$ cat src/rtl/mdc_pkg.sv
`timescale 1ns/1ps
package mdc_pkg;
  localparam int CTRL_W   = 12;
  localparam int CMD_LSB  = 2;
  localparam int EN_BIT   = 11;
  localparam int DACK_BIT = 10;
  localparam int SS_BIT   = 2;
  localparam int DEXC_BIT = 1;
  localparam int CACK_BIT = 0;

  typedef enum logic [1:0] {
    SEL_CTRL  = 2'd0,
    SEL_ADDR  = 2'd1,
    SEL_WDATA = 2'd2,
    SEL_RDATA = 2'd3
  } reg_sel_e;
endpackage

$ cat src/rtl/mdc_ctrl.sv
`timescale 1ns/1ps
module mdc_ctrl
  import mdc_pkg::*;
(
  input  logic                      clk,
  input  logic                      rst_n,
  input  logic                      cmd_wr,
  input  logic [CTRL_W-1:CMD_LSB]   cmd_in,
  input  logic                      result_wr,
  input  logic                      exc_ack,
  input  logic                      core_exit,
  output logic [CTRL_W-1:0]         ctrl_q
);
  logic [CTRL_W-1:CMD_LSB] cmd_q;
  logic                    dexc_q;
  logic                    cack_q;
  logic                    enabled;
  logic                    ss_end;

  assign enabled = cmd_q[EN_BIT];
  assign ss_end  = cmd_q[SS_BIT];

  always_ff @(posedge clk) begin
    if (!rst_n) begin
      cmd_q  <= '0;
      dexc_q <= 1'b0;
      cack_q <= 1'b0;
    end else begin
      if (cmd_wr)
        cmd_q <= cmd_in;
      // leaving the exception has priority over a fresh entry
      if (core_exit && ss_end)
        dexc_q <= 1'b0;
      else if (exc_ack && enabled)
        dexc_q <= 1'b1;
      // a new debugger command always withdraws the core acknowledge
      if (cmd_wr)
        cack_q <= 1'b0;
      else if ((exc_ack && enabled) || result_wr)
        cack_q <= 1'b1;
    end
  end

  assign ctrl_q = {cmd_q, dexc_q, cack_q};

  p_cmd_clears_ack_r2: assert property (@(posedge clk) disable iff (!rst_n)
    cmd_wr |=> !ctrl_q[CACK_BIT]);
  p_cmd_keeps_exc_r2: assert property (@(posedge clk) disable iff (!rst_n)
    (cmd_wr && !exc_ack && !core_exit) |=> (ctrl_q[DEXC_BIT] == $past(ctrl_q[DEXC_BIT])));
  p_entry_sets_r3: assert property (@(posedge clk) disable iff (!rst_n)
    (exc_ack && ctrl_q[EN_BIT] && !(core_exit && ctrl_q[SS_BIT])) |=> ctrl_q[DEXC_BIT]);
  p_entry_ignored_r3: assert property (@(posedge clk) disable iff (!rst_n)
    (exc_ack && !ctrl_q[EN_BIT] && !ctrl_q[DEXC_BIT]) |=> !ctrl_q[DEXC_BIT]);
  p_result_acks_r5: assert property (@(posedge clk) disable iff (!rst_n)
    (result_wr && !cmd_wr) |=> ctrl_q[CACK_BIT]);
  p_exit_clears_r8: assert property (@(posedge clk) disable iff (!rst_n)
    (core_exit && ctrl_q[SS_BIT]) |=> !ctrl_q[DEXC_BIT]);
  p_exit_ignored_r8: assert property (@(posedge clk) disable iff (!rst_n)
    (core_exit && !ctrl_q[SS_BIT] && ctrl_q[DEXC_BIT]) |=> ctrl_q[DEXC_BIT]);
  p_collision_r10: assert property (@(posedge clk) disable iff (!rst_n)
    (cmd_wr && result_wr) |=> !ctrl_q[CACK_BIT]);
endmodule

$ cat src/rtl/mdc_data_regs.sv
`timescale 1ns/1ps
module mdc_data_regs #(
  parameter int DATA_W = 32
) (
  input  logic              clk,
  input  logic              rst_n,
  input  logic              addr_wr,
  input  logic              wdata_wr,
  input  logic [DATA_W-1:0] dbg_data,
  input  logic              result_wr,
  input  logic [DATA_W-1:0] core_data,
  output logic [DATA_W-1:0] addr_q,
  output logic [DATA_W-1:0] wdata_q,
  output logic [DATA_W-1:0] rdata_q
);
  always_ff @(posedge clk) begin
    if (!rst_n) begin
      addr_q  <= '0;
      wdata_q <= '0;
      rdata_q <= '0;
    end else begin
      if (addr_wr)   addr_q  <= dbg_data;
      if (wdata_wr)  wdata_q <= dbg_data;
      if (result_wr) rdata_q <= core_data;
    end
  end

  p_rdata_core_only_r5: assert property (@(posedge clk) disable iff (!rst_n)
    !result_wr |=> $stable(rdata_q));
  p_addr_dbg_only_r7: assert property (@(posedge clk) disable iff (!rst_n)
    !addr_wr |=> $stable(addr_q));
endmodule

$ cat src/rtl/mdc_core_port.sv
`timescale 1ns/1ps
module mdc_core_port
  import mdc_pkg::*;
#(
  parameter int DATA_W = 32
) (
  input  logic              clk,
  input  logic              rst_n,
  input  logic              cop_req,
  input  logic              cop_write,
  input  logic [1:0]        cop_regnum,
  input  logic [CTRL_W-1:0] ctrl_q,
  input  logic [DATA_W-1:0] addr_q,
  input  logic [DATA_W-1:0] wdata_q,
  input  logic [DATA_W-1:0] rdata_q,
  output logic              result_wr,
  output logic [DATA_W-1:0] cop_rdata
);
  localparam int PAD_W = DATA_W - CTRL_W;

  reg_sel_e sel;
  logic     granted;

  assign sel       = reg_sel_e'(cop_regnum);
  assign granted   = cop_req && ctrl_q[DACK_BIT];
  assign result_wr = granted && cop_write && (sel == SEL_RDATA);

  always_comb begin
    cop_rdata = '0;
    if (granted && !cop_write) begin
      unique case (sel)
        SEL_CTRL:  cop_rdata = {{PAD_W{1'b0}}, ctrl_q};
        SEL_ADDR:  cop_rdata = addr_q;
        SEL_WDATA: cop_rdata = wdata_q;
        SEL_RDATA: cop_rdata = rdata_q;
        default:   cop_rdata = '0;
      endcase
    end
  end

  p_no_grant_silent_r4: assert property (@(posedge clk) disable iff (!rst_n)
    (cop_req && !ctrl_q[DACK_BIT]) |-> (cop_rdata == '0 && !result_wr));
endmodule

$ cat src/rtl/mdc_dbg_port.sv
`timescale 1ns/1ps
module mdc_dbg_port
  import mdc_pkg::*;
#(
  parameter int DATA_W = 32
) (
  input  logic              clk,
  input  logic              rst_n,
  input  logic              dbg_valid,
  input  logic              dbg_write,
  input  logic [1:0]        dbg_sel,
  input  logic [CTRL_W-1:0] ctrl_q,
  input  logic [DATA_W-1:0] addr_q,
  input  logic [DATA_W-1:0] wdata_q,
  input  logic [DATA_W-1:0] rdata_q,
  output logic              dbg_ready,
  output logic              dbg_rvalid,
  output logic [DATA_W-1:0] dbg_rdata,
  output logic              cmd_wr,
  output logic              addr_wr,
  output logic              wdata_wr
);
  localparam int PAD_W = DATA_W - CTRL_W;

  reg_sel_e    sel;
  logic        handshake_done;
  logic        accept;
  logic [DATA_W-1:0] rd_mux;

  assign sel            = reg_sel_e'(dbg_sel);
  assign handshake_done = ctrl_q[DEXC_BIT] && ctrl_q[CACK_BIT];
  assign dbg_ready      = (sel == SEL_CTRL) || handshake_done;
  assign accept         = dbg_valid && dbg_ready;

  assign cmd_wr   = accept && dbg_write && (sel == SEL_CTRL);
  assign addr_wr  = accept && dbg_write && (sel == SEL_ADDR);
  assign wdata_wr = accept && dbg_write && (sel == SEL_WDATA);

  always_comb begin
    unique case (sel)
      SEL_CTRL:  rd_mux = {{PAD_W{1'b0}}, ctrl_q};
      SEL_ADDR:  rd_mux = addr_q;
      SEL_WDATA: rd_mux = wdata_q;
      SEL_RDATA: rd_mux = rdata_q;
      default:   rd_mux = '0;
    endcase
  end

  always_ff @(posedge clk) begin
    if (!rst_n) begin
      dbg_rvalid <= 1'b0;
      dbg_rdata  <= '0;
    end else begin
      dbg_rvalid <= accept && !dbg_write;
      if (accept && !dbg_write)
        dbg_rdata <= rd_mux;
    end
  end

  p_ctrl_always_ready_r2: assert property (@(posedge clk) disable iff (!rst_n)
    (dbg_valid && dbg_sel == 2'd0) |-> dbg_ready);
  p_data_held_r6: assert property (@(posedge clk) disable iff (!rst_n)
    (dbg_valid && dbg_sel != 2'd0 && !(ctrl_q[1] && ctrl_q[0])) |-> !dbg_ready);
  p_read_resp_r9: assert property (@(posedge clk) disable iff (!rst_n)
    (dbg_valid && dbg_ready && !dbg_write) |=> dbg_rvalid);
  p_no_resp_r9: assert property (@(posedge clk) disable iff (!rst_n)
    !(dbg_valid && dbg_ready && !dbg_write) |=> !dbg_rvalid);
endmodule

$ cat src/rtl/mdc_top.sv
`timescale 1ns/1ps
module mdc_top
  import mdc_pkg::*;
#(
  parameter int DATA_W = 32
) (
  input  logic              clk,
  input  logic              rst_n,
  input  logic              dbg_valid,
  output logic              dbg_ready,
  input  logic              dbg_write,
  input  logic [1:0]        dbg_sel,
  input  logic [DATA_W-1:0] dbg_wdata,
  output logic              dbg_rvalid,
  output logic [DATA_W-1:0] dbg_rdata,
  input  logic              cop_req,
  input  logic              cop_write,
  input  logic [1:0]        cop_regnum,
  input  logic [DATA_W-1:0] cop_wdata,
  output logic [DATA_W-1:0] cop_rdata,
  input  logic              exc_ack,
  input  logic              cop_exit,
  output logic              mon_en,
  output logic              in_debug_exc
);
  logic [CTRL_W-1:0] ctrl_q;
  logic [DATA_W-1:0] addr_q, wdata_q, rdata_q;
  logic cmd_wr, addr_wr, wdata_wr, result_wr;

  mdc_dbg_port #(.DATA_W(DATA_W)) u_dbg (
    .clk(clk), .rst_n(rst_n), .dbg_valid(dbg_valid), .dbg_write(dbg_write),
    .dbg_sel(dbg_sel), .ctrl_q(ctrl_q), .addr_q(addr_q), .wdata_q(wdata_q),
    .rdata_q(rdata_q), .dbg_ready(dbg_ready), .dbg_rvalid(dbg_rvalid),
    .dbg_rdata(dbg_rdata), .cmd_wr(cmd_wr), .addr_wr(addr_wr), .wdata_wr(wdata_wr)
  );

  mdc_core_port #(.DATA_W(DATA_W)) u_core (
    .clk(clk), .rst_n(rst_n), .cop_req(cop_req), .cop_write(cop_write),
    .cop_regnum(cop_regnum), .ctrl_q(ctrl_q), .addr_q(addr_q), .wdata_q(wdata_q),
    .rdata_q(rdata_q), .result_wr(result_wr), .cop_rdata(cop_rdata)
  );

  mdc_ctrl u_ctrl (
    .clk(clk), .rst_n(rst_n), .cmd_wr(cmd_wr), .cmd_in(dbg_wdata[CTRL_W-1:CMD_LSB]),
    .result_wr(result_wr), .exc_ack(exc_ack), .core_exit(cop_exit), .ctrl_q(ctrl_q)
  );

  mdc_data_regs #(.DATA_W(DATA_W)) u_regs (
    .clk(clk), .rst_n(rst_n), .addr_wr(addr_wr), .wdata_wr(wdata_wr),
    .dbg_data(dbg_wdata), .result_wr(result_wr), .core_data(cop_wdata),
    .addr_q(addr_q), .wdata_q(wdata_q), .rdata_q(rdata_q)
  );

  assign mon_en       = ctrl_q[EN_BIT];
  assign in_debug_exc = ctrl_q[DEXC_BIT];
endmodule

$ cat config.mk
export PLATFORM = sky130hd
export DESIGN_NAME = mdc_top
export DESIGN_NICKNAME = d
export VERILOG_FILES = /design/src/rtl/mdc_pkg.sv /design/src/rtl/mdc_ctrl.sv /design/src/rtl/mdc_data_regs.sv /design/src/rtl/mdc_core_port.sv /design/src/rtl/mdc_dbg_port.sv /design/src/rtl/mdc_top.sv
export SDC_FILE = /design/constraint.sdc
export NUM_CORES = 1
export LEC_CHECK = 0
export ABC_AREA = 1
export BUFFER_PORTS_ARGS = -buffer_cell sky130_fd_sc_hd__clkbuf_2
export CAP_MARGIN = 20
export CORE_ASPECT_RATIO = 0.6
export CORE_MARGIN = 4
export CORE_UTILIZATION = 31
export CTS_BUF_LIST = sky130_fd_sc_hd__clkbuf_4
export DETAILED_ROUTE_END_ITERATION = 10
export GPL_ROUTABILITY_DRIVEN = 0
export SETUP_SLACK_MARGIN = 0.1
export SLEW_MARGIN = 25
export SYNTH_ARGS = -nofsm -noshare
export SYNTH_HDL_FRONTEND = slang
export SYNTH_HIERARCHICAL = 1
export SYNTH_SLANG_ARGS = --single-unit
$ cat constraint.sdc
create_clock -name clk -period 4.5 [get_ports clk]
set_input_delay 0.225 -clock clk [delete_from_list [all_inputs] [get_ports clk]]
set_output_delay 0.225 -clock clk [all_outputs]
set_load 0.02 [all_outputs]
Yosys cells after proc, flatten, opt, wreduce, memory -nomap -nowiden
Cells that the tools add are included.
W data, S select, Z words.
{ "totals": {"inputBits": 76, "wordCells": 39, "out_inout_bits": 68, "ramBits": 0, "romBits": 0, "latchBits": 0, "memories": 0, "regBits": 141} }
{ "op_classes": {"n_eq_ne": 6, "mux": 3, "n_addsub": 0, "reduce_logical": 21, "n_div": 0, "shift": 0, "order_cmp": 0, "n_mul": 0, "bitwise": 1} }
{ "ops": {"columns": ["cell", "count"], "rows": [
  ["$pmux W32 S4", 2],
  ["$mux W32", 1],
  ["$logic_and A1 B1 Y1", 13],
  ["$eq A2 B2 Y1 const B", 4],
  ["$eq A2 B1 Y1 const B", 2],
  ["$logic_not A2 Y1", 2],
  ["$reduce_or A2 Y1", 2],
  ["$logic_not A1 Y1", 2],
  ["$logic_or A1 B1 Y1", 2],
  ["$not A1 Y1", 1]
]} }

Depth between registers and ports, before layout
Gate-level depths: netlist of the first run.
{ "logic_depth": {"ltp_word": 6, "ltp_mapped": 12, "ltp_nobuf": 10} }

Hierarchy
The synthesis of the first run kept the hierarchy.
{ "modules_own_cells": {"columns": ["mod", "area_each_um2", "cells_per_inst", "instances", "seq_area_each_um2"], "rows": [
  ["mdc_data_regs", 3804.9, 576, 1, 1921.8],
  ["mdc_dbg_port", 1999.4, 334, 1, 660.6],
  ["mdc_core_port", 1151.1, 247, 1, 0.0],
  ["mdc_ctrl", 514.2, 76, 1, 240.2]
]} }

Worst setup path before layout of the first run
No wires, ideal clock.
{ "synth_path": {"kind": "register -> register", "startpoint": "register u_ctrl.dexc_q", "endpoint": "register u_regs.wdata_q[10]", "setup_ns": 0.113, "slack_ns": 2.888, "stages_incl_launch_ff": 13, "t_required_ns": 4.387, "n_path_buf": 3, "synth_period_minus_slack_ns": 1.612, "t_arrival_ns": 1.499, "path_cell_list": "dfxtp_1 -> buf_4 -> nand2_1 -> nand2_2 -> nand2_1 -> nor2_1 -> inv_1 -> nor3_1 -> buf_4 -> buf_2 -> nand2_1 -> nand2_1 -> nor2_1"} }
{ "synth_via": {"elab_chain_cells": 5} }
{ "synth_rtl": {"columns": ["item", "line", "rtl"], "rows": [
  ["start, declared", "mdc_ctrl.sv:15", "logic dexc_q;"],
  ["start signal, assigned", "mdc_ctrl.sv:26", "dexc_q <= 1'b0;"],
  ["start signal, assigned", "mdc_ctrl.sv:33", "dexc_q <= 1'b0;"],
  ["start signal, assigned", "mdc_ctrl.sv:35", "dexc_q <= 1'b1;"],
  ["$logic_and A1 B1 Y1", "mdc_dbg_port.sv:31", "assign handshake_done = ctrl_q[DEXC_BIT] && ctrl_q[CACK_BIT];"],
  ["$logic_or A1 B1 Y1", "mdc_dbg_port.sv:32", "assign dbg_ready = (sel == SEL_CTRL) || handshake_done;"],
  ["net dbg_ready", "mdc_top.sv:10", "output logic dbg_ready,"],
  ["$logic_and A1 B1 Y1", "mdc_dbg_port.sv:33", "assign accept = dbg_valid && dbg_ready;"],
  ["$logic_and A1 B1 Y1 (2 in series)", "mdc_dbg_port.sv:37", "assign wdata_wr = accept && dbg_write && (sel == SEL_WDATA);"],
  ["net wdata_wr", "mdc_top.sv:28", "logic cmd_wr, addr_wr, wdata_wr, result_wr;"],
  ["end signal, assigned", "mdc_data_regs.sv:23", "if (wdata_wr) wdata_q <= dbg_data;"],
  ["end, declared", "mdc_data_regs.sv:13", "output logic [DATA_W-1:0] wdata_q,"]
]} }
The timed path passes the listed nets, and every way through them passes these cells.
A chain may end at the register's enable or synchronous reset.

Worst setup path in the final report of the first run
{ "layout_path": {"startpoint": "register u_ctrl/cmd_q[10] (netlist name)", "endpoint": "output port cop_rdata[5]"} }
{ "layout_via": {"elab_chain_cells": 3} }
{ "layout_rtl": {"columns": ["item", "line", "rtl"], "rows": [
  ["start, declared", "mdc_ctrl.sv:14", "logic [CTRL_W-1:CMD_LSB] cmd_q;"],
  ["start signal, assigned", "mdc_ctrl.sv:30", "cmd_q <= cmd_in;"],
  ["$logic_and A1 B1 Y1", "mdc_core_port.sv:25", "assign granted = cop_req && ctrl_q[DACK_BIT];"],
  ["$logic_and A1 B1 Y1", "mdc_core_port.sv:30", "if (granted && !cop_write) begin"],
  ["$mux W32", "mdc_core_port.sv:30", null],
  ["end, declared", "mdc_top.sv:20", "output logic [DATA_W-1:0] cop_rdata,"]
]} }
No other way between the ends.

==> results of run 1 <==
-- stage by stage --
stage / utilization, % / hold WS, ns / area, µm² / total power, mW / cells
CTS: 38.6 / 0.000318 / 9030 / 2.34 / 1713
global route: 38.7 / 0.0321 / 9060 / 2.43 / 1715
floorplan: - / 0.348 / 7470 / 1.45 / 1233
detailed placement: 34.8 / 0.459 / 8140 / 1.53 / 1620
finish: 38.7 / 0.0349 / 9060 / 2.33 / 1715
global placement: 34.8 / 0.452 / 8140 / 1.52 / 1620
-- state kept, by name, indices dropped and copies added (netlist names) --
| register | cells |
|---|---|
| u_dbg/dbg_rdata | 32 |
| u_regs/wdata_q | 32 |
| u_regs/addr_q | 32 |
| u_ctrl/cack_q | 1 |
| u_ctrl/cmd_q | 10 |
| u_ctrl/dexc_q | 1 |
| u_regs/rdata_q | 32 |
| u_dbg/dbg_rvalid | 1 |
-- power groups by stage --
| stage | Combinational, mW | Clock [mW] | Sequential, mW |
|---|---|---|---|
| after floorplan | 0.154 | 0 | 1.30 |
| after global placement | 0.226 | 0 | 1.30 |
| after detailed placement | 0.227 | 0 | 1.30 |
| after CTS | 0.272 | 0.799 | 1.27 |
| after global routing | 0.303 | 0.855 | 1.27 |
| final | 0.273 | 0.784 | 1.27 |
-- metal layers --
layer | wire length [µm] | GRT usage (%)
met3 | 2670 | 4.94
met1 | 14100 | 32.1
met2 | 9370 | 23.9
met5 | 7 | 0
met4 | 284 | 4.13
-- cell families (layout without fill, tap and decap cells) --
logic type / count (synthesis) / after routing
DFF: 141 / 141
and+or+nand+nor: 839 / 839
other: 0 / 1
buffers and inverters: 209 / 375
AOI/OAI and AO/OA: 44 / 44
-- layout by cell type, fill, tap and decap left out, types with 2 or more instances in the layout --
| cell type | synthesis | layout |
|---|---|---|
| nand2_1 | 414 | 414 |
| nor2_1 | 257 | 256 |
| nand3_1 | 143 | 143 |
| clkbuf_2 | 0 | 142 |
| dfxtp_1 | 141 | 141 |
| inv_1 | 122 | 122 |
| dlygate4sd3_1 | 0 | 65 |
| a21oi_1 | 33 | 33 |
| clkbuf_4 | 0 | 18 |
| buf_4 | 18 | 10 |
| o21ai_0 | 9 | 9 |
| nand4_1 | 7 | 7 |
| inv_2 | 6 | 6 |
| nor2_2 | 6 | 5 |
| nor3_1 | 7 | 5 |
| clkinv_1 | 0 | 4 |
| nand2_2 | 3 | 3 |
| clkinv_2 | 0 | 2 |
| clkinv_4 | 0 | 2 |
| bufinv_16 | 0 | 2 |
| nor2_4 | 0 | 2 |
| o21ai_1 | 2 | 2 |
| nor3_2 | 0 | 2 |
-- cell type report --
class | count | area, µm² | area share (%)
clock inverters | 10 | 103 | 1.13
multi-input cells | 883 | 3640 | 40.2
diodes | 1 | 2.50 | 0.0276
repair buffers | 219 | 1480 | 16.4
inverters | 128 | 480 | 5.30
clock buffers | 18 | 135 | 1.49
well taps | 315 | 394 | 4.35
flip-flops and latches | 141 | 2820 | 31.1
-- worst max path at each step --
stage                                            to  slack, ns  cells past startpoint
floorplan           u_regs/wdata_q[10]$_SDFFE_PN0P_       2.89                     12
global placement                       cop_rdata[5]       2.06                      6
detailed placement  u_regs/wdata_q[20]$_SDFFE_PN0P_       2.29                     12
CTS                                    cop_rdata[5]       1.77                      6
global route                           cop_rdata[5]       1.64                      6
finish                                 cop_rdata[5]       1.82                      6
-- worst reg2reg max path, cell delays in order (launching register included) --
cell,delay (ns)
dfxtp_1,0.46
nand2_1,0.09
nand2_2,0.12
nand2_1,0.06
nor2_1,0.12
inv_1,0.09
nor3_2,0.49
buf_12,0.34
nand2_1,0.12
nand2_1,0.06
nor2_1,0.06
-- what timing repair did --
item,CTS,global route
buffers inserted,0,0
hold buffers,65,0
endpoints found under the hold margin,100,0
==> results_dict.tcl, run 1 <==
set metrics [dict create \
    status "complete, no violations" \
    vdd_ir_drop_max_mv 0.125 \
    cts-resized-gates 0 \
    insertion_delay_ns 0.56 \
    r2r-end "u_regs/wdata_q[20]$_SDFFE_PN0P_" \
    die_w_um 208 \
    cts_max_level 4 \
    setup-violations-final 0 \
    grt_max_degree 74 \
    hold_end "u_regs/addr_q[0]$_SDFFE_PN0P_" \
    cts_num_sinks 141 \
    max_freq_mhz 373 \
    critPathMaxStageDelay_ns 0.57 \
    synth_top_family_by_area "simple AND/OR/NAND/NOR gates" \
    yosysWarnings 6 \
    rsz0062_at_grt "no" \
    grt_use_total_pct 19.4 \
    dr.first_iter.drc_count 904 \
    hold_viol 0 \
    start_util_pct 31.9 \
    layout_setup_ws_ns 1.82 \
    synth_compound_area_share_pct 2.95 \
    ys_ff_latch 141 \
    portBuffers 143 \
    min_period_ns 2.68 \
    drt_first_pass_iters 6 \
    syn_to_final_growth_pct 21.3 \
    cp_cell_sequence "nand2_1, nor2_4, buf_4, o21ai_0, nor2_1, clkbuf_2" \
    endpoint_kind "output pin" \
    wl_per_cell_um 15.4 \
    core.rowCount 43 \
    syn_avg_cell_area_um2 6.06 \
    switchingPower_mw 0.647 \
    grt_overflow 0 \
    synthSimpleGateAreaFrac_pct 45.5 \
    crit_family "simple AND/OR/NAND/NOR gates" \
    synthTopCellsByArea "dfxtp_1, nand2_1, nor2_1" \
    layout.nets 1466 \
    grt_pass1_wl_mm 40.4 \
    via_per_inst 4.64 \
    leakage_nw 4.34 \
    synth.area.mux_share_pct 0 \
    syn-num-nets 1309 \
    place_ws_ns 2.29 \
    cp.required_ns 4.28 \
    first_global_vias 6928 \
    io_pins 144 \
    synthesis.area_um2 7470 \
    fin_crit_sh_pct 59.6 \
    yosysMostFrequentCell "nand2_1" \
    fp.coreArea_um2 23400 \
    path_class "flop to output pin" \
    combPwrFrac_pct 11.7 \
    crit_start "u_ctrl/cmd_q[10]$_SDFFE_PN0P_" \
    vias 7964 \
    start_kind "flop" \
    wirelength_mm 26.4 \
    drcViolationCount 0 \
    whs_path_depth 5 \
    seq_area_frac_synth_pct 37.8 \
    cp_data_arrival_time_ns 2.46 \
    r2r_cells 10 \
    synth.top_cells.by_count "nand2_1, nor2_1, nand3_1, dfxtp_1, inv_1" \
    async_flop_share_pct 0 \
    ys_types 19 \
    p_int_mw 1.68 \
    relSlewSlack_pct 45.0 \
    syn_inst 1233 \
    worstReg2RegStart "u_ctrl/dexc_q$_SDFFE_PP0P_" \
    synth_top_area_share_pct 37.8 \
    final_max_slew_viol_count 0 \
    maxCapViolations 0 \
    powerDensity_nw_per_um2 257 \
    switching_share_pct 27.8 \
    tns_ns 0 \
    ant_nets 0 \
    nFillCells 2624 \
    path_clk_slew_ns 0.11 \
    die_area_um2 26700 \
    grt_antenna_before_repair 2 \
    tightest_slew_ns 0.825 \
    pwr-share-clk_pct 33.7 \
    path_buf_inv 2 \
    synth_top_flop_cell "dfxtp_1" \
    cp_slowest_cell "nor2_4" \
    holdCritStartpoint "dbg_wdata[0]" \
    synth_xor_area_share_pct 0 \
    die_y_um 128 \
    synth_fa_ha_area_share_pct 0 \
    cts-root-buf "clkbuf_4" \
    yosysTopAreaCell "dfxtp_1" \
    cts_buffers 17 \
    pwr-share-seq_pct 54.6 \
    r2r_slack_ns 2.39 \
    clockBufferDepth 2 \
    hpwl_mm 17.9 \
    skew_ns 0.0173 \
    hp-class "primary input to flop" \
    path_max_fanout 24 \
    cts_tree "done" \
    synth_edf_count 0 \
    drive_gt1_share_pct 14.2 \
]
No activity file was read; power rests on OpenSTA's default activity.
==> run 2, diff against run 1 <==
==> constraint.sdc (replaced) <==
create_clock -name clk -period 2.2 [get_ports clk]
set_input_delay 0.11 -clock clk [delete_from_list [all_inputs] [get_ports clk]]
set_output_delay 0.11 -clock clk [all_outputs]
set_load 0.02 [all_outputs]
==> run 2 against run 1 <==
Effect of this change:
- die area did not move
- sequential power rose by 100%
- largest power group unchanged
- sequential share of layout area fell by 0.69 points
- critical path depth rose by 2
- clock skew barely moved
==> results_dict.tcl, run 2 (synthesis gave the netlist of run 1 again) <==
set metrics [dict create \
    first_global_vias 7002 \
    fin_cells 1736 \
    drt_first_pass_iters 5 \
    antenna-diode-count 0 \
    r2r-end "u_ctrl/dexc_q$_SDFFE_PP0P_" \
    leakage_nw 4.45 \
    whs_path_depth 4 \
    wl_per_cell_um 15.2 \
    status "complete, no violations" \
    powerDensity_nw_per_um2 493 \
    syn_to_final_growth_pct 24.1 \
    tns_ns 0 \
    worstReg2RegStart "u_ctrl/cmd_q[2]$_SDFFE_PN0P_" \
    rsz0062_at_grt "no" \
    io_pins 144 \
    clockBufferDepth 2 \
    r2r_cells 5 \
    holdCritStartpoint "dbg_valid" \
    grt_use_total_pct 19.3 \
    final_common_cell "nand2_1" \
    grt_antenna_before_repair 0 \
    relSlewSlack_pct 50.4 \
    grt_max_degree 109 \
    tightest_slew_ns 0.743 \
    critPathMaxStageDelay_ns 0.36 \
    path_clk_slew_ns 0.13 \
    wirelength_mm 26.4 \
    cts_max_level 4 \
    via_per_inst 4.63 \
    layout.nets 1485 \
    path_class "flop to output pin" \
    setup-violations-final 0 \
    hpwl_mm 17.7 \
    cp_cell_sequence "nand2_2, nor2_4, buf_4, buf_12, buf_4, nand2_1, inv_1, clkbuf_2" \
    vdd_ir_drop_max_mv 0.206 \
    portBuffers 143 \
    grt_pass1_wl_mm 40.2 \
    path_max_fanout 7 \
    start_kind "flop" \
    insertion_delay_ns 0.56 \
    ant_nets 0 \
    crit_start "u_ctrl/cmd_q[10]$_SDFFE_PN0P_" \
    drive_gt1_share_pct 15.4 \
    drcViolationCount 0 \
    dp.cells 1630 \
    endpoint_kind "output pin" \
    die_area_um2 26700 \
    min_period_ns 1.99 \
    final_max_slew_viol_count 0 \
    hold_viol 0 \
    r2r_slack_ns 0.33 \
    hp-class "primary input to flop" \
    cp_slowest_cell "dfxtp_2" \
    grt_overflow 0 \
    hold_end "u_dbg/dbg_rdata[11]$_SDFFE_PN0P_" \
    core.rowCount 43 \
    die_w_um 208 \
    vias 8042 \
    die_y_um 128 \
    cts-root-buf "clkbuf_4" \
    dr.first_iter.drc_count 856 \
    fp.coreArea_um2 23400 \
    max_freq_mhz 502 \
    layout_common_cells "nand2_1, nor2_1, nand3_1" \
    cp_data_arrival_time_ns 1.88 \
    cts_num_sinks 141 \
    cp.required_ns 2.09 \
    crit_top_cell "buf_4" \
    skew_ns 0.0176 \
    start_util_pct 31.9 \
    cts_tree "done" \
    cts_buffers 17 \
    maxCapViolations 0 \
    fin_crit_sh_pct 90.6 \
]
==> run 2: metal layers <==
metal / global-route usage [%] / up-vias / share of wire, %
met2: 24.5 / 327 / 37
met5: 0 / - / 0
met3: 5.11 / 20 / 9.0
met1: 31.4 / 3595 / 53
li1: - / 4100 / -
met4: 3.90 / 0 / 0.83
==> run 2: worst max path at each step <==
stage	to	slack [ns]	depth (start not counted)
6_report	cop_rdata[15]	0.21	8
5_1_grt	cop_rdata[14]	0.10	7
4_1_cts	cop_rdata[10]	0.09	6
3_5_place_dp	u_regs/wdata_q[8]$_SDFFE_PN0P_	0.39	12
3_3_place_gp	u_regs/wdata_q[12]$_SDFFE_PN0P_	0.43	10
2_1_floorplan	u_regs/wdata_q[10]$_SDFFE_PN0P_	0.59	12
==> run 2: area by class of cell <==
class | count | area [µm²]
clock buffer | 20 | 150
inverter | 128 | 480
tap | 315 | 394
multi-input combinational | 883 | 3640
fill | 2627 | 14100
sequential | 141 | 2820
clock inverter | 11 | 53.8
timing repair buffer | 238 | 1730
==> run 2: power breakdown <==
group          internal, mW  switching [mW]
logic                 0.231           0.345
registers              2.58          0.0195
clock network         0.451           0.945
==> run 2: what timing repair did <==
| item | CTS | global route |
|---|---|---|
| hold endpoints to repair | 116 | 0 |
| pin swaps | 3 | 2 |
| hold buffers | 69 | 0 |
| gates resized for setup | 6 | 5 |
| setup endpoints to repair | 3 | 12 |
| gates cloned | 2 | 0 |
| setup buffers | 2 | 2 |
==> run 2: worst max-delay path: cells and delay by family, from the launching register on <==
family	cells	cell delay (ns)
buffers and inverters	5	0.62
flip-flops	1	0.36
AND/OR/NAND/NOR	3	0.33
==> run 2: metrics by stage <==
stage               hold slack [ns]  setup slack, ns  power [mW]  instance area [µm²]  utilization, %
floorplan                     0.233            0.588        2.97                 7470               -
global placement              0.380            0.431        3.13                 8260            35.3
detailed placement            0.389            0.394        3.13                 8260            35.3
CTS                          0.0535           0.0947        4.62                 9260            39.5
global route                 0.0777            0.101        4.79                 9270            39.6
finish                        0.101            0.206        4.57                 9270            39.6
==> run 3, diff against run 2 <==
--- a/config.mk
+++ b/config.mk
@@ -9,11 +9,12 @@
 export BUFFER_PORTS_ARGS = -buffer_cell sky130_fd_sc_hd__clkbuf_2
 export CAP_MARGIN = 20
 export CORE_ASPECT_RATIO = 0.6
-export CORE_MARGIN = 4
+export CORE_MARGIN = 5
 export CORE_UTILIZATION = 31
 export CTS_BUF_LIST = sky130_fd_sc_hd__clkbuf_4
 export DETAILED_ROUTE_END_ITERATION = 10
 export GPL_ROUTABILITY_DRIVEN = 0
+export REMOVE_ABC_BUFFERS = 1
 export SETUP_SLACK_MARGIN = 0.1
 export SLEW_MARGIN = 25
 export SYNTH_ARGS = -nofsm -noshare
==> run 3 against run 2 <==
Effect of this change:
- hold slack got worse by 0.0068 ns
- maximum frequency fell by 1.6%
- clock power rose by 28%
- setup slack got worse by 0.032 ns
- final cell count rose by 0.86%
- combinational power rose by 5.6%
- utilization fell by 0.23 points
- total power rose by 9.4%
- critical path type unchanged
- largest cell class unchanged
==> results_dict.tcl, run 3 (synthesis gave the netlist of run 1 again) <==
set metrics [dict create \
    top_usage_layer "met2" \
    multi_input_area_um2 3660 \
    cp_data_arrival_time_ns 1.92 \
    portBuffers 143 \
    layout.nets 1492 \
    status "complete, no violations" \
    fin_cells 1751 \
    nFillCells 2621 \
    first_global_vias 7628 \
    grt_overflow 0 \
    cts_tree "done" \
    final_max_slew_viol_count 0 \
    io_pins 144 \
    hold_viol 0 \
    endpoint_kind "output pin" \
    hp-class "primary input to flop" \
    drt_first_pass_iters 5 \
    cts_num_sinks 141 \
    leakage_nw 4.50 \
    relSlewSlack_pct 65.3 \
    setup-violations-final 0 \
    vias 8109 \
    dp.cells 1641 \
    drcViolationCount 0 \
    grt_use_total_pct 18.5 \
    met2_usage_pct 28.7 \
    wirelength_mm 25.2 \
    use_met1_pct 27.0 \
    fp.coreArea_um2 23900 \
    via_per_inst 4.63 \
    maxCapViolations 0 \
    grt_util_met3_pct 3.70 \
    grt_pass1_wl_mm 40.5 \
    hold_ws_ns 0.0941 \
    fin_crit_sh_pct 92.1 \
    path_max_fanout 10 \
    clockBufferDepth 2 \
    syn_to_final_growth_pct 26.3 \
    cts-root-buf "clkbuf_4" \
    start_util_pct 31.2 \
    vdd_ir_drop_max_mv 0.249 \
    start_kind "flop" \
    cp_slowest_cell "dfxtp_2" \
    grt_antenna_before_repair 0 \
    grt_max_degree 66 \
    layout_common_cells "nand2_1, nor2_1, nand3_1" \
    seqCellArea_um2 2820 \
    fin_util_pct 39.4 \
    insertion_delay_ns 0.55 \
    cts_max_level 4 \
    final_common_cell "nand2_1" \
    antenna-diode-count 0 \
    path_clk_slew_ns 0.13 \
    min_period_ns 2.03 \
    core.rowCount 44 \
    dr.first_iter.drc_count 653 \
    die_y_um 130 \
    die_w_um 210 \
    tightest_slew_ns 0.520 \
    max_freq_mhz 494 \
    die_area_um2 27400 \
    skew_ns 0.0193 \
    drive_gt1_share_pct 15.6 \
    critPathMaxStageDelay_ns 0.37 \
    wl_per_cell_um 14.4 \
    ant_nets 0 \
    powerDensity_nw_per_um2 530 \
    hpwl_mm 16.6 \
    rsz0062_at_grt "yes" \
    path_class "flop to output pin" \
    cts_buffers 17 \
    cp_cell_sequence "nand2_2, nor2_4, buf_12, buf_4, inv_1, nor2_2, clkbuf_4" \
    cp.required_ns 2.09 \
]
==> run 3: cell types whose count changed in the layout (fill, tap and decap cells not counted), sizes merged <==
cell         delta
dlygate4sd3     +7
bufinv          +3
bufbuf          -2
clkinvlp        +2
clkinv          -3
buf             +1
==> run 3: power breakdown <==
group	switching (mW)	internal (mW)	total, mW	leakage, nW
clock	0.996	0.798	1.79	0.153
combinational	0.358	0.249	0.608	3.21
sequential	0.0191	2.58	2.60	1.14
total	1.37	3.63	5.00	4.50
==> run 3: cell type report <==
| class | count | area share [%] |
|---|---|---|
| clock buffer | 19 | 1.51 |
| clock inverter | 13 | 1.58 |
| inverter | 128 | 5.09 |
| multi-input combinational | 883 | 38.8 |
| sequential | 141 | 29.9 |
| tap | 322 | 4.27 |
| timing repair buffer | 245 | 18.8 |
==> run 3: path summary, 6_finish.rpt <==
kind                                    start                          endpoint  slack [ns]  cells after the start
max             u_ctrl/cmd_q[10]$_SDFFE_PN0P_                     cop_rdata[10]        0.17                      7
min                                dbg_sel[0]   u_dbg/dbg_rdata[7]$_SDFFE_PN0P_        0.09                      6
min reg2reg  u_dbg/dbg_rdata[12]$_SDFFE_PN0P_  u_dbg/dbg_rdata[12]$_SDFFE_PN0P_        0.47                      2
max reg2reg     u_ctrl/cmd_q[10]$_SDFFE_PN0P_   u_regs/rdata_q[13]$_SDFFE_PN0P_        0.41                      7
==> run 3: timing repair <==
item / 4_1_cts / 5_1_grt
endpoints found under the hold margin: 109 / 0
pin swaps: 1 / 0
endpoints found under the setup margin: 30 / 3
setup buffers: 2 / 0
gates resized for setup: 3 / 3
hold buffers: 76 / 0
==> run 3: per-stage QoR <==
step | total power, mW | worst slack, ns | setup TNS, ns | cell area (µm²)
6_report | 5.00 | 0.175 | 0 | 9430
5_1_grt | 5.23 | 0.0538 | 0 | 9430
3_3_place_gp | 3.15 | 0.497 | 0 | 8340
2_1_floorplan | 2.86 | -2.34 | -168.73 | 6920
4_1_cts | 5.06 | 0.103 | 0 | 9430
3_5_place_dp | 3.15 | 0.474 | 0 | 8340
==> run 3: layer usage <==
| metal | part of all wire, % | vias to the layer above | wire length, µm |
|---|---|---|---|
| li1 | - | 4098 | - |
| met1 | 49 | 3689 | 12400 |
| met2 | 42 | 312 | 10600 |
| met3 | 8.4 | 10 | 2110 |
| met4 | 0.42 | 0 | 106 |
| met5 | 0 | - | 0 |
==> run 3: critical path, delay by kind of cell, from the launching register on <==
family	cells	cell delay, ns
simple gates	3	0.39
flops	1	0.37
buf+inv	4	0.61
